<file path="config.mk">
export PLATFORM = sky130hd
export DESIGN_NAME = operand_hazard_unit
export DESIGN_NICKNAME = d
export VERILOG_FILES = /design/src/rtl/hzd_pkg.sv /design/src/rtl/hzd_rst_sync.sv /design/src/rtl/hzd_match.sv /design/src/rtl/hzd_ex_slot.sv /design/src/rtl/hzd_operand_mux.sv /design/src/rtl/operand_hazard_unit.sv
export SDC_FILE = /design/constraint.sdc
export NUM_CORES = 1
export LEC_CHECK = 0
export BUFFER_PORTS_ARGS = -buffer_cell sky130_fd_sc_hd__buf_4
export CAP_MARGIN = 25
export CORE_AREA = 4 4 123 125
export CTS_BUF_LIST = sky130_fd_sc_hd__clkbuf_4
export CTS_CLUSTER_SIZE = 24
export DETAILED_ROUTE_END_ITERATION = 16
export DIE_AREA = 0 0 127 129
export PLACE_DENSITY_LB_ADDON = 0.12
export SLEW_MARGIN = 20
export SYNTH_ARGS = -nofsm -noshare
export SYNTH_HDL_FRONTEND = slang
export SYNTH_SLANG_ARGS = --single-unit
export TNS_END_PERCENT = 10
</file>
<file path="constraint.sdc">
create_clock -name clk -period 2.2 [get_ports clk]
set_clock_uncertainty 0.15 [all_clocks]
set_input_delay 0.55 -clock clk [delete_from_list [all_inputs] [get_ports clk]]
set_output_delay 0.55 -clock clk [all_outputs]
set_load 0.01 [all_outputs]
</file>
<file path="src/rtl/hzd_pkg.sv">
`timescale 1ns/1ps
package hzd_pkg;
  // Operand multiplexer select encoding, shared by both operand paths
  typedef enum logic [1:0] {
    OPSEL_REG = 2'd0,
    OPSEL_ALT = 2'd1,
    OPSEL_FWD = 2'd2
  } opsel_e;

  localparam int unsigned NUM_OPERANDS = 2;
endpackage

</file>
<file path="src/rtl/hzd_rst_sync.sv">
`timescale 1ns/1ps
module hzd_rst_sync #(
  parameter int unsigned STAGES = 2
) (
  input  logic clk,
  input  logic rst_n,
  output logic rst_q_n
);
  logic [STAGES-1:0] sync_q;
  logic [STAGES-1:0] sync_d;

  always_comb begin
    sync_d = {sync_q[STAGES-2:0], 1'b1};
  end

  always_ff @(posedge clk or negedge rst_n) begin
    if (!rst_n) sync_q <= '0;
    else        sync_q <= sync_d;
  end

  assign rst_q_n = sync_q[STAGES-1];
endmodule

</file>
<file path="src/rtl/hzd_match.sv">
`timescale 1ns/1ps
module hzd_match #(
  parameter int unsigned AW = 5
) (
  input  logic          ex_we,
  input  logic [AW-1:0] ex_dest,
  input  logic [AW-1:0] src_addr,
  input  logic          src_alt,
  output logic          hit
);
  logic dest_live;
  logic addr_eq;

  always_comb begin
    // register 0 is hard-wired to zero: writing it changes nothing
    dest_live = ex_we && (ex_dest != '0);
    addr_eq   = (ex_dest == src_addr);
    hit       = dest_live && addr_eq && !src_alt;
  end
endmodule

</file>
<file path="src/rtl/hzd_ex_slot.sv">
`timescale 1ns/1ps
module hzd_ex_slot #(
  parameter int unsigned AW = 5
) (
  input  logic          clk,
  input  logic          rst_n,
  input  logic          bubble,
  input  logic [AW-1:0] dof_dest,
  input  logic          dof_reg_we,
  input  logic          dof_mem_we,
  input  logic          dof_data_sel,
  output logic [AW-1:0] ex_dest,
  output logic          ex_reg_we,
  output logic          ex_mem_we,
  output logic          ex_data_sel
);
  logic [AW-1:0] dest_q,  dest_d;
  logic          rwe_q,   rwe_d;
  logic          mwe_q,   mwe_d;
  logic          dsel_q,  dsel_d;
  logic          field_en;

  always_comb begin
    field_en = !bubble;
    dest_d   = dof_dest;
    dsel_d   = dof_data_sel;
    rwe_d    = bubble ? 1'b0 : dof_reg_we;
    mwe_d    = bubble ? 1'b0 : dof_mem_we;
  end

  always_ff @(posedge clk or negedge rst_n) begin
    if (!rst_n) begin
      rwe_q <= 1'b0;
      mwe_q <= 1'b0;
    end else begin
      rwe_q <= rwe_d;
      mwe_q <= mwe_d;
    end
  end

  always_ff @(posedge clk or negedge rst_n) begin
    if (!rst_n) begin
      dest_q <= '0;
      dsel_q <= 1'b0;
    end else if (field_en) begin
      dest_q <= dest_d;
      dsel_q <= dsel_d;
    end
  end

  assign ex_dest     = dest_q;
  assign ex_reg_we   = rwe_q;
  assign ex_mem_we   = mwe_q;
  assign ex_data_sel = dsel_q;
endmodule

</file>
<file path="src/rtl/hzd_operand_mux.sv">
`timescale 1ns/1ps
module hzd_operand_mux
  import hzd_pkg::*;
#(
  parameter int unsigned DW = 32
) (
  input  opsel_e        sel,
  input  logic [DW-1:0] rf_data,
  input  logic [DW-1:0] alt_data,
  input  logic [DW-1:0] fwd_data,
  output logic [DW-1:0] out_data
);
  always_comb begin
    case (sel)
      OPSEL_ALT: out_data = alt_data;
      OPSEL_FWD: out_data = fwd_data;
      default:   out_data = rf_data;
    endcase
  end
endmodule

</file>
<file path="src/rtl/operand_hazard_unit.sv">
`timescale 1ns/1ps
module operand_hazard_unit
  import hzd_pkg::*;
#(
  parameter int unsigned AW     = 5,
  parameter int unsigned DW     = 32,
  parameter bit          FWD_EN = 1'b0
) (
  input  logic          clk,
  input  logic          rst_n,
  input  logic [AW-1:0] dof_src_a,
  input  logic [AW-1:0] dof_src_b,
  input  logic          dof_a_alt,
  input  logic          dof_b_alt,
  input  logic [AW-1:0] dof_dest,
  input  logic          dof_reg_we,
  input  logic          dof_mem_we,
  input  logic          dof_data_sel,
  input  logic [DW-1:0] rf_a_data,
  input  logic [DW-1:0] rf_b_data,
  input  logic [DW-1:0] pc_value,
  input  logic [DW-1:0] const_value,
  input  logic [DW-1:0] ex_fu_result,
  input  logic [DW-1:0] ex_mem_rdata,
  output logic          hold_front,
  output logic [DW-1:0] bus_a,
  output logic [DW-1:0] bus_b,
  output logic [1:0]    sel_a,
  output logic [1:0]    sel_b,
  output logic [AW-1:0] ex_dest,
  output logic          ex_reg_we,
  output logic          ex_mem_we,
  output logic          ex_data_sel,
  output logic [DW-1:0] fwd_value
);
  localparam int unsigned NOP = NUM_OPERANDS;

  logic          rst_q_n;
  logic [AW-1:0] src_addr [NOP];
  logic          src_alt  [NOP];
  logic [DW-1:0] rf_data  [NOP];
  logic [DW-1:0] alt_data [NOP];
  logic [DW-1:0] bus_data [NOP];
  opsel_e        sel_vec  [NOP];
  logic [NOP-1:0] hit;
  logic          stall_req;

  hzd_rst_sync #(.STAGES(2)) u_rst_sync (
    .clk     (clk),
    .rst_n   (rst_n),
    .rst_q_n (rst_q_n)
  );

  assign src_addr[0] = dof_src_a;
  assign src_addr[1] = dof_src_b;
  assign src_alt[0]  = dof_a_alt;
  assign src_alt[1]  = dof_b_alt;
  assign rf_data[0]  = rf_a_data;
  assign rf_data[1]  = rf_b_data;
  assign alt_data[0] = pc_value;
  assign alt_data[1] = const_value;

  // producer result offered for bypass
  assign fwd_value = ex_data_sel ? ex_mem_rdata : ex_fu_result;

  for (genvar g = 0; g < NOP; g++) begin : g_opnd
    hzd_match #(.AW(AW)) u_match (
      .ex_we    (ex_reg_we),
      .ex_dest  (ex_dest),
      .src_addr (src_addr[g]),
      .src_alt  (src_alt[g]),
      .hit      (hit[g])
    );

    always_comb begin
      if (FWD_EN && hit[g])  sel_vec[g] = OPSEL_FWD;
      else if (src_alt[g])   sel_vec[g] = OPSEL_ALT;
      else                   sel_vec[g] = OPSEL_REG;
    end

    hzd_operand_mux #(.DW(DW)) u_mux (
      .sel      (sel_vec[g]),
      .rf_data  (rf_data[g]),
      .alt_data (alt_data[g]),
      .fwd_data (fwd_value),
      .out_data (bus_data[g])
    );
  end

  if (FWD_EN) begin : g_bypass
    assign stall_req = 1'b0;
  end else begin : g_interlock
    assign stall_req = |hit;
  end

  hzd_ex_slot #(.AW(AW)) u_slot (
    .clk          (clk),
    .rst_n        (rst_q_n),
    .bubble       (stall_req),
    .dof_dest     (dof_dest),
    .dof_reg_we   (dof_reg_we),
    .dof_mem_we   (dof_mem_we),
    .dof_data_sel (dof_data_sel),
    .ex_dest      (ex_dest),
    .ex_reg_we    (ex_reg_we),
    .ex_mem_we    (ex_mem_we),
    .ex_data_sel  (ex_data_sel)
  );

  assign hold_front = stall_req;
  assign bus_a      = bus_data[0];
  assign bus_b      = bus_data[1];
  assign sel_a      = sel_vec[0];
  assign sel_b      = sel_vec[1];
endmodule

</file>
After elaboration in Yosys (flattened, before gate mapping)
Index checks and enable logic that the tools add are counted.
{"block": "op_classes", "eq_ne": 6, "muxes": 7, "reduce_logical": 9}
{"cell": "case mux 32 bit (2 select lines)", "count": 2}
{"cell": "2-to-1 mux 32 bit", "count": 1}
{"cell": "equality test 5 bit", "count": 2}
{"cell": "logical AND 1 bit", "count": 5}
{"cell": "nonzero test 5 bit", "count": 1}
{"cell": "equality test 1 x 2 -> 1 bit, second input constant", "count": 2}
{"cell": "2-to-1 mux 1 bit", "count": 4}
{"cell": "equality test 1 bit, second input constant", "count": 2}
{"cell": "logical NOT 1 bit", "count": 2}
{"cell": "OR reduction 2 bit", "count": 1}
{"block": "word_totals", "input_bits": 214, "ff_bits": 10, "elab_cells": 27, "out_inout_bits": 109}

Depth between registers and ports, before layout
{"block": "logic_depth", "ltp_word": 6, "mapped_depth": 6, "mapped_depth_nobuf": 5}

By module
Synthesis repeated with hierarchy kept, for this count alone.
{"block": "hier_totals", "cells_unflattened": 310, "hier_area_um2": 2411.1}
{"mod": "hzd_operand_mux", "area_each_um2": 636.9, "cells_each": 113, "instances": 2, "seq_area_each_um2": 0.0}
{"mod": "operand_hazard_unit", "area_each_um2": 584.3, "cells_each": 42, "instances": 1, "seq_area_each_um2": 0.0}
{"mod": "hzd_ex_slot", "area_each_um2": 319.1, "cells_each": 17, "instances": 1, "seq_area_each_um2": 200.2}
{"mod": "hzd_match", "area_each_um2": 90.1, "cells_each": 11, "instances": 2, "seq_area_each_um2": 0.0}
{"mod": "hzd_rst_sync", "area_each_um2": 53.8, "cells_each": 3, "instances": 1, "seq_area_each_um2": 50.0}

Worst setup path before layout
Ideal clock, no wire load.
{"block": "synth_timing", "kind": "input -> output", "startpoint": "in dof_a_alt", "endpoint": "out bus_a[10]", "path_buffers": 2, "t_arrival_ns": 1.488, "stages": 3, "path_slack_ns": 0.012, "t_required_ns": 1.500, "cell_sequence": "clkbuf_1 > clkbuf_1 > mux2_2"}
{"block": "synth_between", "elab_chain_cells": 3, "elab_cells_between_ends": 4, "cone_classes": "2 x eq/ne; 2 x mux"}
{"element": "from (decl)", "line": "operand_hazard_unit.sv:13", "text": "input logic dof_a_alt,"}
{"element": "2-to-1 mux 1 bit *", "line": "operand_hazard_unit.sv:77", "text": "else if (src_alt[g]) sel_vec[g] = OPSEL_ALT;"}
{"element": "equality test 1 x 2 -> 1 bit or equality test 1 bit (tied branches)", "line": "hzd_operand_mux.sv:14", "text": "case (sel)"}
{"element": "case mux 32 bit (2 select lines) *", "line": "hzd_operand_mux.sv:14"}
{"element": "to (decl)", "line": "operand_hazard_unit.sv:26", "text": "output logic [DW-1:0] bus_a,"}
Every way passes the cells marked *; elsewhere a longest branch is shown, timed or not.

Worst setup path after layout
{"block": "layout_timing", "startpoint": "reg u_slot.dest_q[3] (netlist: u_slot.ex_dest[3])", "endpoint": "out hold_front"}
{"block": "layout_between", "elab_chain_cells": 5, "elab_cells_between_ends": 9, "cone_classes": "2 x eq/ne; 7 x reduce/logical"}
{"element": "from (decl)", "line": "hzd_ex_slot.sv:17", "text": "logic [AW-1:0] dest_q, dest_d;"}
{"element": "from (signal assigned)", "line": "hzd_ex_slot.sv:46", "text": "dest_q <= dest_d;"}
{"element": "nonzero test 5 bit", "line": "hzd_match.sv:16", "text": "dest_live = ex_we && (ex_dest != '0);"}
{"element": "logical AND 1 bit", "line": "hzd_match.sv:16"}
{"element": "logical AND 1 bit (2 in series)", "line": "hzd_match.sv:18", "text": "hit = dest_live && addr_eq && !src_alt;"}
{"element": "OR reduction 2 bit *", "line": "operand_hazard_unit.sv:93", "text": "assign stall_req = |hit;"}
{"element": "to (decl)", "line": "operand_hazard_unit.sv:25", "text": "output logic hold_front,"}
Marks and branches as above.

==> metrics.md <==
| Metric | Value |
|---|---|
| CTS Buf Count | 3 |
| Nets | 688 |
| Failing checks | negative setup slack |
| Endpoint type of the worst setup path | primary output |
| H-tree depth | 1 |
| Hold WC Path Type | reg -> reg |
| Die Area | 0.0164 mm^2 |
| Most numerous cell in the Yosys netlist | mux2_2 |
| ANT nets after route | 0 |
| I/O pin count | 323 |
| CTS clk-pin slew, worst paths | 0.07 ns |
| Layout fillers | 1456 |
| Worst setup margin | -0.152 ns |
| Worst Reg-to-Reg Cells | 4 |
| Port Buffers | 320 |
| DR pass1 iterations | 3 |
| Post-Place Cells | 642 |
| Syn Inst Count | 149 |
| Core Region | 0.0139 mm^2 |
| Fraction of layout cells with a size suffix above 1 | 94.5% |
| Grt ovf | 0 |
| Min Hold Slack | 0.200 ns |
| Post-synth ARST share | 100% |
| RR Startpoint | u_slot.ex_dest[3] |
| Final hold violations | 0 |
| Max Slew Vio Count | 0 |
| CP startpoint | u_slot.ex_dest[3] |
| Power Dens Cells | 275 mW/mm^2 |
| DIE HEIGHT | 129 um |
| Final Cycle Share | 107% |
| Fin crit period | about 2.4 ns |
| Critical path endpoint | hold_front |
| First-pass GRT wire length | 14300 um |
| Vias | 2501 |
| Starting Density | between 10% and 20% |
| Distinct cells, synth | 14 |
| Drt wl/cell | 15.1 um |
| Clk Latency, worst-skew pair | between 0.2 and 0.3 ns |
| Seq cells post-synth | 10 |
| Kind of critical path | reg -> out |
| Largest net degree at the start of global routing | 35 |
| Rows | 43 |
| Internal power | 862 uW |
| GP Congestion | between 0.8 and 0.9 |
| Post-detail-place hpwl | 9020 um |
| Synth top area share | 65.2% |
| DR vias/cell | about 3.8 |
| Critical Path Source Type | register |
| CTS tree | built |
| Worst Path Max Fanout | 4 |
| Sequential share of power | 16.9% |
| Outcome | complete, but fails checks |
| Top cells by area, synth | mux2_2 (65%), dfrtp_1 (15%), mux2_4 (5.4%) |
| Final setup vio count | 1 |
| Logic pwr share | 72.8% |
| Register-to-register setup slack | 0.19 ns |
| Max Clk Rate | 0.425 GHz |
| Register area share after synthesis | 15.1% |
| Worst EP required | 1.50 ns |
| Switching power | 364 uW |
| Initial antenna violation count | 0 |
| VDD IR max | 0.118 mV |
| RSZ-0062 raised after global routing | true |
| Synth warn | 0 |
| Number of clock sinks | 10 |
| Top_reg_cell synth | dfrtp_1 |
| Max cap viols | 0 |
| Gr usage total | 10.7% |
| Synth top cells by count | mux2_2 (96), clkbuf_1 (12), dfrtp_1 (10) |
| Initial drt markers | 36 |
| Netlist Area Pre-Place | 0.00166 mm^2 |
| Antenna cells | 0 |
| Number of global-route vias before repair | ~2.7k |
| Clock power frac | 10.3% |
| CTS max path bufs | 2 |
| Synthesized area per cell | 11.1 um^2 |
| Post-synth EDFFs | 0 |
| Data arrival, critical path | 1.65 ns |
| Final Non-Filler Cells | 653 |
| Layout area overhead | 169% |
| Final wirelength | 9890 um |
| P_leak | 0.00225 uW |
| Root buf cell | clkbuf_4 |
| R2R Path End | u_slot.ex_dest[1] |
| Yosys top cell by area | mux2_2 |
| Die X | 127 um |
| Switching share of power | 29.7% |
| Residual DRC | 0 |
power by group through the flow:
stage          sequential (uW)  combinational (uW)  clock (uW)
2_1_floorplan              214                 315           0
3_3_place_gp               213                 885           0
5_1_grt                    208                 963         147
6_report                   207                 893         127
4_1_cts                    207                 898         134
3_5_place_dp               214                 884           0
sequential cells by signal, indices dropped and copies added (netlist names):
register / flops
u_slot.ex_dest: 5
u_rst_sync.sync_q: 2
u_slot.ex_mem_we: 1
u_slot.ex_data_sel: 1
u_slot.ex_reg_we: 1
cells in the final DEF (no fill, tap or decap):
cell,Yosys,layout
mux2_2,96,96
buf_4,4,327
mux2_4,6,6
xnor2_2,0,3
dlygate4sd3_1,0,3
nand4_1,2,2
o221a_1,1,1
xnor2_1,8,5
xor2_1,2,2
dfrtp_2,0,4
and2b_1,2,2
dfrtp_1,10,6
nor3_2,0,2
clkinv_1,0,1
buf_12,0,5
buf_6,1,1
or4_1,1,1
conb_1,2,3
clkbuf_4,0,3
cells by family after synthesis:
logic type / after synthesis / synth area share [%]
muxes: 102 / 70.6
buffers and inverters: 17 / 5.20
xor gates and xnor gates: 10 / 5.28
DFF: 10 / 15.1
and+or+nand+nor: 7 / 2.71
other: 2 / 0.453
AOI/OAI and AO/OA: 1 / 0.679
area by class of cell:
class / instances / area (um^2) / share of cell area (%)
Clock inverter: 1 / 3.75 / 0.0841
Sequential cell: 10 / 255 / 5.72
Multi-Input combinational cell: 123 / 1360 / 30.5
Tap cell: 180 / 225 / 5.05
Timing Repair Buffer: 336 / 2600 / 58.2
Clock buffer: 3 / 22.5 / 0.505
metrics by stage:
stage	TNS, ns	util [%]	setup slack, ns	total power [uW]	instance area, um^2
floorplan	0	-	0.0122	529	1660
global placement	-0.0380	31.2	-0.0380	1100	4330
detailed placement	-0.0361	31.2	-0.0361	1100	4330
CTS	-0.174	31.8	-0.174	1240	4410
global route	-0.246	32.1	-0.246	1320	4460
finish	-0.152	32.1	-0.152	1230	4460
routing by layer:
metal,global-route usage (%),vias up,share of wire (%)
met5,0,-,0
met4,0.946,0,0.47
met3,4.36,4,13
met2,21.3,181,55
met1,10.9,1118,32
li1,-,1198,-
repair_timing:
action | in CTS | in global routing
endpoints found under the setup margin | 1 | 7
setup buffers | 2 | 2
endpoints found under the hold margin | 8 | 0
hold buffers | 3 | 0
gates resized for setup | 3 | 7
pin swaps | 1 | 7
worst min path at each step:
stage	depth (start not counted)	slack, ns	from	end
2_1_floorplan	0	-0.06	u_rst_sync.sync_q[1]	u_slot.ex_data_sel
3_3_place_gp	0	-0.009	u_rst_sync.sync_q[1]	u_slot.ex_mem_we
3_5_place_dp	0	-0.004	u_rst_sync.sync_q[1]	u_slot.ex_mem_we
4_1_cts	0	0.20	u_rst_sync.sync_q[0]	u_rst_sync.sync_q[1]
5_1_grt	0	0.22	u_rst_sync.sync_q[0]	u_rst_sync.sync_q[1]
6_report	0	0.20	u_rst_sync.sync_q[0]	u_rst_sync.sync_q[1]
worst max-delay path, cell delays in order, from the launching register on:
cell     delay, ns
dfrtp_2       0.44
or4_1         0.50
o221a_1       0.30
buf_6         0.14
(Power assumes the default switching activity.)
